`config.mk`:
```
export PLATFORM = sky130hd
export DESIGN_NAME = gpio_irq_detect
export DESIGN_NICKNAME = d
export VERILOG_FILES = /design/src/rtl/gpio_irq_pkg.sv /design/src/rtl/gid_debounce.sv /design/src/rtl/gid_pin_detect.sv /design/src/rtl/gpio_irq_detect.sv
export SDC_FILE = /design/constraint.sdc
export NUM_CORES = 1
export LEC_CHECK = 0
export ABC_AREA = 1
export BUFFER_PORTS_ARGS = -buffer_cell sky130_fd_sc_hd__buf_2
export CELL_PAD_IN_SITES_DETAIL_PLACEMENT = 1
export CELL_PAD_IN_SITES_GLOBAL_PLACEMENT = 1
export CORE_UTILIZATION = 40
export DETAILED_ROUTE_END_ITERATION = 16
export PLACE_DENSITY = 0.85
export SLEW_MARGIN = 20
export SYNTH_ARGS = -nofsm -noshare
export SYNTH_HDL_FRONTEND = slang
export SYNTH_HIERARCHICAL = 1
export SYNTH_SLANG_ARGS = --single-unit
```
`constraint.sdc`:
```
create_clock -name clk_i -period 2.05 [get_ports clk_i]
set_input_delay 0.1025 -clock clk_i [delete_from_list [all_inputs] [get_ports clk_i]]
set_output_delay 0.1025 -clock clk_i [all_outputs]
set_load 0.01 [all_outputs]
```
`src/rtl/gpio_irq_pkg.sv`:
```
`timescale 1ns/1ps
package gpio_irq_pkg;

  typedef struct packed {
    logic en;
    logic edge_sel;
    logic pol;
    logic dual;
    logic db;
  } pin_cfg_t;

  function automatic logic edge_hit(input pin_cfg_t cfg, input logic rise, input logic fall);
    if (cfg.dual) return rise | fall;
    return cfg.pol ? rise : fall;
  endfunction

endpackage

```
`src/rtl/gid_debounce.sv`:
```
`timescale 1ns/1ps
module gid_debounce #(
  parameter int DB_TICKS = 4
) (
  input  logic clk_i,
  input  logic rst_ni,
  input  logic pin_i,
  input  logic tick_i,
  input  logic db_en_i,
  output logic level_o
);
  localparam int CW = (DB_TICKS > 1) ? $clog2(DB_TICKS) : 1;
  localparam logic [CW-1:0] LAST = CW'(DB_TICKS - 1);

  logic          filt_q;
  logic [CW-1:0] cnt_q;

  always_ff @(posedge clk_i or negedge rst_ni) begin
    if (!rst_ni) begin
      filt_q <= 1'b0;
      cnt_q  <= '0;
    end else if (!db_en_i) begin
      filt_q <= pin_i;
      cnt_q  <= '0;
    end else if (pin_i == filt_q) begin
      cnt_q <= '0;
    end else if (tick_i) begin
      if (cnt_q == LAST) begin
        filt_q <= pin_i;
        cnt_q  <= '0;
      end else begin
        cnt_q <= cnt_q + 1'b1;
      end
    end
  end

  assign level_o = db_en_i ? filt_q : pin_i;

  // without a tick the accepted level cannot move
  a_r9_hold_no_tick: assert property (@(posedge clk_i) disable iff (!rst_ni)
    (db_en_i && !tick_i) |=> $stable(filt_q));

  // a matching input never changes the accepted level
  a_r9_hold_match: assert property (@(posedge clk_i) disable iff (!rst_ni)
    (db_en_i && pin_i == filt_q) |=> $stable(filt_q));

endmodule

```
`src/rtl/gid_pin_detect.sv`:
```
`timescale 1ns/1ps
module gid_pin_detect
  import gpio_irq_pkg::*;
(
  input  logic     clk_i,
  input  logic     rst_ni,
  input  logic     level_i,
  input  pin_cfg_t cfg_i,
  input  logic     eoi_i,
  output logic     stat_o
);
  logic prev_q, stat_q;
  logic rise, fall, evt;

  assign rise = level_i & ~prev_q;
  assign fall = ~level_i & prev_q;
  assign evt  = cfg_i.en & cfg_i.edge_sel & edge_hit(cfg_i, rise, fall);

  always_ff @(posedge clk_i or negedge rst_ni) begin
    if (!rst_ni) prev_q <= 1'b0;
    else         prev_q <= level_i;
  end

  always_ff @(posedge clk_i or negedge rst_ni) begin
    if (!rst_ni)                stat_q <= 1'b0;
    else if (!cfg_i.en)         stat_q <= 1'b0;
    else if (!cfg_i.edge_sel)   stat_q <= (level_i == cfg_i.pol);
    else if (evt)               stat_q <= 1'b1;  // new edge beats clear
    else if (eoi_i)             stat_q <= 1'b0;
  end

  assign stat_o = stat_q;

  a_r8_disabled_clear: assert property (@(posedge clk_i) disable iff (!rst_ni)
    !cfg_i.en |=> !stat_q);

  a_r2_level_follow: assert property (@(posedge clk_i) disable iff (!rst_ni)
    (cfg_i.en && !cfg_i.edge_sel) |=> (stat_q == $past(level_i == cfg_i.pol)));

  a_r6_edge_beats_eoi: assert property (@(posedge clk_i) disable iff (!rst_ni)
    (cfg_i.en && cfg_i.edge_sel && eoi_i && (rise || fall) && cfg_i.dual) |=> stat_q);

  a_r5_eoi_clears: assert property (@(posedge clk_i) disable iff (!rst_ni)
    (cfg_i.en && cfg_i.edge_sel && eoi_i && !rise && !fall) |=> !stat_q);

  a_r3_latched_hold: assert property (@(posedge clk_i) disable iff (!rst_ni)
    (cfg_i.en && cfg_i.edge_sel && stat_q && !eoi_i) |=> stat_q);

endmodule

```
`src/rtl/gpio_irq_detect.sv`:
```
`timescale 1ns/1ps
module gpio_irq_detect
  import gpio_irq_pkg::*;
#(
  parameter int NUM_PINS = 32,
  parameter int DB_TICKS = 4
) (
  input  logic                clk_i,
  input  logic                rst_ni,
  input  logic [NUM_PINS-1:0] pin_i,
  input  logic                tick_i,
  input  logic [NUM_PINS-1:0] irq_en_i,
  input  logic [NUM_PINS-1:0] irq_mask_i,
  input  logic [NUM_PINS-1:0] trig_edge_i,
  input  logic [NUM_PINS-1:0] trig_pol_i,
  input  logic [NUM_PINS-1:0] trig_dual_i,
  input  logic [NUM_PINS-1:0] db_en_i,
  input  logic [NUM_PINS-1:0] eoi_i,
  output logic [NUM_PINS-1:0] raw_status_o,
  output logic [NUM_PINS-1:0] int_status_o,
  output logic                irq_o
);
  logic [NUM_PINS-1:0] level;
  logic [NUM_PINS-1:0] stat;
  logic                irq_q;

  for (genvar p = 0; p < NUM_PINS; p++) begin : g_pin
    pin_cfg_t cfg;
    assign cfg = '{en: irq_en_i[p], edge_sel: trig_edge_i[p], pol: trig_pol_i[p],
                   dual: trig_dual_i[p], db: db_en_i[p]};

    gid_debounce #(.DB_TICKS(DB_TICKS)) u_db (
      .clk_i   (clk_i),
      .rst_ni  (rst_ni),
      .pin_i   (pin_i[p]),
      .tick_i  (tick_i),
      .db_en_i (cfg.db),
      .level_o (level[p])
    );

    gid_pin_detect u_det (
      .clk_i   (clk_i),
      .rst_ni  (rst_ni),
      .level_i (level[p]),
      .cfg_i   (cfg),
      .eoi_i   (eoi_i[p]),
      .stat_o  (stat[p])
    );
  end

  assign raw_status_o = stat;
  assign int_status_o = stat & irq_en_i & ~irq_mask_i;

  always_ff @(posedge clk_i or negedge rst_ni) begin
    if (!rst_ni) irq_q <= 1'b0;
    else         irq_q <= |int_status_o;
  end

  assign irq_o = irq_q;

  a_r10_irq_rise: assert property (@(posedge clk_i) disable iff (!rst_ni)
    (|(raw_status_o & irq_en_i & ~irq_mask_i)) |=> irq_o);

  a_r10_irq_fall: assert property (@(posedge clk_i) disable iff (!rst_ni)
    !(|(raw_status_o & irq_en_i & ~irq_mask_i)) |=> !irq_o);

  a_r8_disabled_raw: assert property (@(posedge clk_i) disable iff (!rst_ni)
    (irq_en_i == '0) |=> (raw_status_o == '0));

endmodule

```
==> results.yml, run 1 <==
status:
  status: "finished with violations"
  violations: "hold timing"
setup_path:
  criticalPathCategory: "flip-flop to flip-flop"
  cp.arrival_ns: 2.34
  path_max_fanout: 4
  start_kind: "flip-flop"
  crit_required_ns: 2.36
  endpoint_kind: "flip-flop"
cells_and_area:
  fin_area_um2: 16310
  drive_gt1_share_pct: 23.40
  syn_to_final_growth_pct: 35.20
  finalNonFillerCells: 2693
  n_fill_cell: 3897
  finalNetCount: 2637
sta:
  setup-tns-final_ns: 0
  period_needed_ns: 2.026
  hold_viol: 2
  drv_slew: 0
  setup_viol: 0
  worst_clock_skew_ns: 0.01029
  whs_ns: -0.008457
  max_freq_ghz: 0.4937
  relSlewSlack_pct: 62.96
  finalCritPeriodShare_pct: 98.81
  tightest_slew_ns: 0.5497
routing:
  viasPerCell: 4.854
  drtPass1Iterations: 4
  postRouteWirelength_um: 42390
  route.detailed.wl_per_inst_um: 15.74
  vias: 13070
  drcViolationCount: 0
  final_antenna_net_count: 0
  drt_iter0_markers: 484
pwr:
  leakagePower_nw: 9.976
  powerDensity_nw_per_um2: 586.0
  ir_worst_vdd_v: 0.0004492
die:
  io_pins: 324
  die_area_um2: 30860
  die_h_um: 175.7
  core_area_um2: 29640
  dieWidth_um: 175.7
  std_cell_rows: 63
  start_util_pct: 40.70
global_route:
  grt_overflow: 0
  antenna_found_initial: 8
  track_usage_pct: 26.99
  grt_pass1_wl_um: 67010
  grt_pass1_vias: 14240
  grt_max_degree: 72
synth:
  syn_nets: 2172
  synth_cells: 1817
  yosysTopAreaCell: "dfrtp_1"
  yosys.cell_types.count: 16
  synth_top_cell_area_share_pct: 33.40
  synth.yosys.seq_area_share_pct: 33.40
  ys_ff_latch: 161
  syn_area_um2: 12060
  ys_warn_count: 6
  synth.avg_cell_area_um2: 6.640
  synthTopCellsByArea: "dfrtp_1, nand2_1, inv_1"
clock_network:
  htree_levels: 4
  cts_tree: "done"
  cts-root-buf: "clkbuf_16"
  numCtsBuffers: 17
  cts_buffer_depth: 2
  cts.clk_slew.worst_paths_ns: 0.07
  insertion_delay_ns: 0.44
  cts.sinks: 161
place:
  dp.cells: 2505
  portBuffers: 323
  place.gp.congestion: 0.8253
  dpl.hpwl_um: 27510
  place_area_um2: 14120
flow_run:
  maxCapViolations: 0
hold_path:
  hp-class: "input pin to flip-flop"
[cells in the final DEF, fill, tap and decap left out, types with 33 or more instances in the layout]
cell,n
nand3_2,46
o21ai_0,35
inv_1,405
nand2_1,536
buf_2,321
nand2_2,33
nand3_1,131
dlygate4sd3_1,141
nor2_1,173
ha_1,96
dfrtp_1,160
[path summary, 6_finish.rpt]
kind / slack (ns) / endpoint / start / cells past startpoint
max in group asynchronous: 1.32 / g_pin[13].u_db/cnt_q[1] / rst_ni / 3
min: -0.008 / g_pin[1].u_det/prev_q / pin_i[1] / 3
min reg2reg: 0.55 / g_pin[10].u_db/cnt_q[0] / g_pin[10].u_db/cnt_q[0] / 2
max: 0.02 / g_pin[28].u_det/stat_o / g_pin[28].u_db/filt_q / 8
max reg2reg: 0.02 / g_pin[28].u_det/stat_o / g_pin[28].u_db/filt_q / 8
min in group asynchronous: 0.06 / g_pin[22].u_db/cnt_q[1] / rst_ni / 2
[per-layer routing]
layer | up-vias | share of wire (%) | GRT usage (%)
li1 | 6360 | - | -
met1 | 6290 | 39 | 28.20
met2 | 329 | 54 | 51.91
met3 | 90 | 4.0 | 5.390
met4 | 2 | 3.2 | 11.23
met5 | - | 0.031 | 0
[power by group]
group / internal [mW] / switching (mW) / total (mW)
clock network: 1.94 / 1.47 / 3.41
registers: 3.42 / 0.228 / 3.65
logic: 1.06 / 1.44 / 2.50
[state kept, by name, indices dropped and copies added (netlist names)]
signal / flops
g_pin.u_db/cnt_q: 64
g_pin.u_db/filt_q: 32
g_pin.u_det/prev_q: 32
g_pin.u_det/stat_o: 32
irq_o: 1
[kinds of logic after synthesis]
kind of cell | Yosys count | synth area share (%)
AO/OA/AOI/OAI | 128 | 6.306
adder cells (fa/ha/maj) | 96 | 9.956
buffers and inverters | 469 | 14.92
flip-flops | 161 | 33.40
AND/OR/NAND/NOR | 963 | 35.42
[layout make-up]
| type | instances | area [um2] | share of cell area [%] |
|---|---|---|---|
| tap | 390 | 488.0 | 2.992 |
| timing repair buffer | 478 | 3192 | 19.57 |
| clock buffer | 22 | 484.2 | 2.969 |
| clock inverter | 10 | 123.9 | 0.7594 |
| inverter | 437 | 1640 | 10.06 |
| multi-input combinational | 1187 | 6332 | 38.82 |
| sequential | 161 | 4030 | 24.71 |
| antenna | 8 | 20.02 | 0.1227 |
[synthesized netlist by cell type]
| cell | instances |
|---|---|
| nand3_2 | 46 |
| nand2_1 | 536 |
| ha_1 | 96 |
| and2_1 | 32 |
| inv_1 | 405 |
| a21oi_2 | 32 |
| o21ai_0 | 64 |
| nand2_2 | 33 |
| a21oi_1 | 32 |
| nand3b_1 | 11 |
| inv_2 | 32 |
| nor2_2 | 1 |
| nor2_1 | 173 |
| nand3_1 | 131 |
| clkbuf_2 | 32 |
| dfrtp_1 | 161 |
[critical path, cell delays in order, from the launching register on]
cell	delay, ns
dfrtp_2	0.41
nand2_1	0.12
o21ai_4	0.11
inv_1	0.10
ha_1	0.30
nor2_1	0.05
nor2_1	0.16
a21oi_2	0.08
dlygate4sd3_1	0.57
[through the flow]
stage | hold WS, ns | util, % | setup WS [ns] | power (mW)
global placement | -0.04590 | 47.64 | 0.5875 | 5.615
detailed placement | -0.04491 | 47.64 | 0.4648 | 5.753
finish | -0.008457 | 55.03 | 0.02430 | 9.558
global route | 0.005061 | 55.02 | -0.04640 | 10.08
CTS | 0.0008650 | 54.01 | 0.01142 | 9.434
floorplan | -0.1931 | - | 0.8089 | 4.877
[timing repair]
item,4_1_cts,5_1_grt
gates resized for setup,0,55
buffers inserted,0,7
endpoints found under the setup margin,0,29
hold buffers,128,13
endpoints found under the hold margin,229,13
No activity file was read; power rests on OpenSTA's default activity.
==> inputs of run 2 (changes only) <==
- ABC_AREA: 1 -> default
- CORE_UTILIZATION: 40 -> 43
==> results.yml, run 2 <==
sta:
  worst_clock_skew_ns: 0.01310
  setup-tns-final_ns: -0.02209
  finalCritPeriodShare_pct: 101.1
  max_freq_ghz: 0.4826
  drv_slew: 0
  tightest_slew_ns: 0.7407
  setup_ws_ns: -0.02209
  setup_viol: 1
  whs_ns: -0.01129
  relSlewSlack_pct: 50.16
  hold_viol: 2
  period_needed_ns: 2.072
synth:
  ys_warn_count: 6
  synth.avg_cell_area_um2: 10.71
  syn_nets: 1305
  ys_ff_latch: 161
  synth.yosys.seq_area_share_pct: 39.59
  ys.flop_type: "dfrtp_1"
  synth_common_cells: "dfrtp_1, inv_1, ha_1"
  yosysTopAreaCell: "dfrtp_1"
  synthTopCellsByArea: "dfrtp_1, ha_1, mux2_2"
  yosys.cell_types.count: 19
  yosysMostFrequentCell: "dfrtp_1"
  synth_top_cell_area_share_pct: 39.59
  syn_area_um2: 10180
  synth-edff-count: 0
  synthArstFlopShare_pct: 100.0
  synth_cells: 950
status:
  status: "finished with violations"
  violations: "hold timing, setup timing"
setup_path:
  cp.arrival_ns: 2.38
  path_delay_family: "buffers and inverters"
  cpPeakStageDelay_ns: 0.56
  reg2regPathDepth: 6
  start_kind: "flip-flop"
  cp.depth: 6
  path_max_fanout: 4
  crit_buf_inv: 1
  crit_chain: "mux2_4, ha_1, mux2i_1, nor2_1, o221a_1, dlygate4sd3_1"
  cpMaxStageDelayCell: "dlygate4sd3_1"
  criticalPathCategory: "flip-flop to flip-flop"
  endpoint_kind: "flip-flop"
  crit_required_ns: 2.36
die:
  die_area_um2: 24280
  dieWidth_um: 155.8
  start_util_pct: 44.41
  die_h_um: 155.8
  core_area_um2: 22920
  io_pins: 324
  std_cell_rows: 55
clock_network:
  cts-root-buf: "clkbuf_16"
  htree_levels: 4
  cts.sinks: 161
  numCtsBuffers: 17
  cts.clk_slew.worst_paths_ns: 0.07
  insertion_delay_ns: 0.43
  cts_tree: "done"
  cts_buffer_depth: 2
cells_and_area:
  final_common_cell: "buf_2"
  fin_util_pct: 62.82
  syn_to_final_growth_pct: 41.46
  n_fill_cell: 2550
  layout_common_cells: "buf_2, dfrtp_1, inv_1"
  finalNonFillerCells: 1769
  top_register: "g_pin.u_db/cnt_q"
  finalNetCount: 1794
  drive_gt1_share_pct: 33.72
  largest_reg_flops: 64
global_route:
  grt.met1_usage_pct: 30.24
  grt_pass1_wl_um: 55750
  track_usage_pct: 29.60
  grt_max_degree: 62
  grt_pass1_vias: 10800
  use_met3_pct: 5.833
  top_usage_layer: "met2"
  antenna_found_initial: 6
  grt_overflow: 0
  met2_usage_pct: 57.55
routing:
  final_antenna_net_count: 0
  drcViolationCount: 0
  drt_iter0_markers: 459
  vias: 9541
  postRouteWirelength_um: 38280
  drtPass1Iterations: 4
  route.detailed.wl_per_inst_um: 21.64
  viasPerCell: 5.393
place:
  place.gp.congestion: 0.8216
  portBuffers: 323
  dpl.hpwl_um: 21960
  dp.cells: 1594
hold_path:
  holdPathStages: 2
  hp-class: "input pin to flip-flop"
pwr:
  ir_worst_vdd_v: 0.0004220
  powerDensity_nw_per_um2: 659.2
  power_mw: 9.489
  leakagePower_nw: 7.440
flow_run:
  maxCapViolations: 0
## run 2: changes by cell type after synthesis, moves of 46 or more
cell | previous run | this run
mux2i_1 | 0 | 64
o21ai_0 | 64 | 0
nand3_1 | 131 | 0
nand2_1 | 536 | 28
mux2_2 | 0 | 64
inv_1 | 405 | 160
nand3_2 | 46 | 0
nor2_1 | 173 | 64
xnor2_1 | 0 | 64
## run 2: kinds of logic after synthesis
family / count (synthesis) / share of synthesized area (%)
AOI/OAI and AO/OA: 144 / 13.57
xor gates and xnor gates: 64 / 5.508
adders and majority gates: 96 / 11.80
buffers and inverters: 160 / 5.902
DFF: 161 / 39.59
muxes: 128 / 13.38
and+or+nand+nor: 197 / 10.24
## run 2: path summary, 6_finish.rpt
check                                           start                      to  slack (ns)
worst max-delay path             g_pin[3].u_db/filt_q   g_pin[3].u_det/stat_o       -0.02
worst min-delay path                  trig_edge_i[29]  g_pin[29].u_det/stat_o       -0.01
worst max register to register   g_pin[3].u_db/filt_q   g_pin[3].u_det/stat_o       -0.02
worst min register to register  g_pin[27].u_db/filt_q   g_pin[27].u_db/filt_q        0.56
max in group asynchronous                      rst_ni   g_pin[27].u_db/filt_q        1.06
min in group asynchronous                      rst_ni   g_pin[7].u_det/stat_o        0.26
## run 2: layout make-up
class | count | area [um2] | share of cell area, %
Multi-Input combinational cell | 629 | 5668 | 39.37
Sequential cell | 161 | 4029 | 27.99
Timing Repair Buffer | 470 | 3092 | 21.48
Inverter | 160 | 600.6 | 4.172
Clock buffer | 20 | 436.7 | 3.033
Tap cell | 313 | 391.6 | 2.721
Clock inverter | 10 | 162.7 | 1.130
Antenna cell | 6 | 15.01 | 0.1043
## run 2: per-stage QoR
| stage | instance area, um2 | setup WS [ns] | hold WS (ns) |
|---|---|---|---|
| finish | 14400 | -0.02209 | -0.01129 |
| global route | 14390 | -0.04547 | -0.02445 |
| CTS | 14180 | 0.01288 | 0.01090 |
| detailed placement | 12300 | 0.4001 | 0.1525 |
| global placement | 12300 | 0.3577 | 0.1501 |
| floorplan | 10180 | 0.6667 | -0.1931 |
## run 2: report_power, final
group	leakage (nW)	switching [mW]	internal, mW	total (mW)
Sequential	2.04	0.237	3.44	3.68
Combinational	5.11	1.25	1.18	2.43
Clock	0.286	1.36	2.03	3.38
## run 2: layer usage
metal,share of wire [%],wire (um)
met4,4.2,1625
met5,0.034,13
met1,36,13890
met2,54,20780
met3,5.1,1963
## run 2: what timing repair did
action	4_1_cts	5_1_grt
hold buffers	128	2
setup endpoints to repair	0	13
endpoints found under the hold margin	182	2
gates resized for setup	0	31
setup buffers	0	18
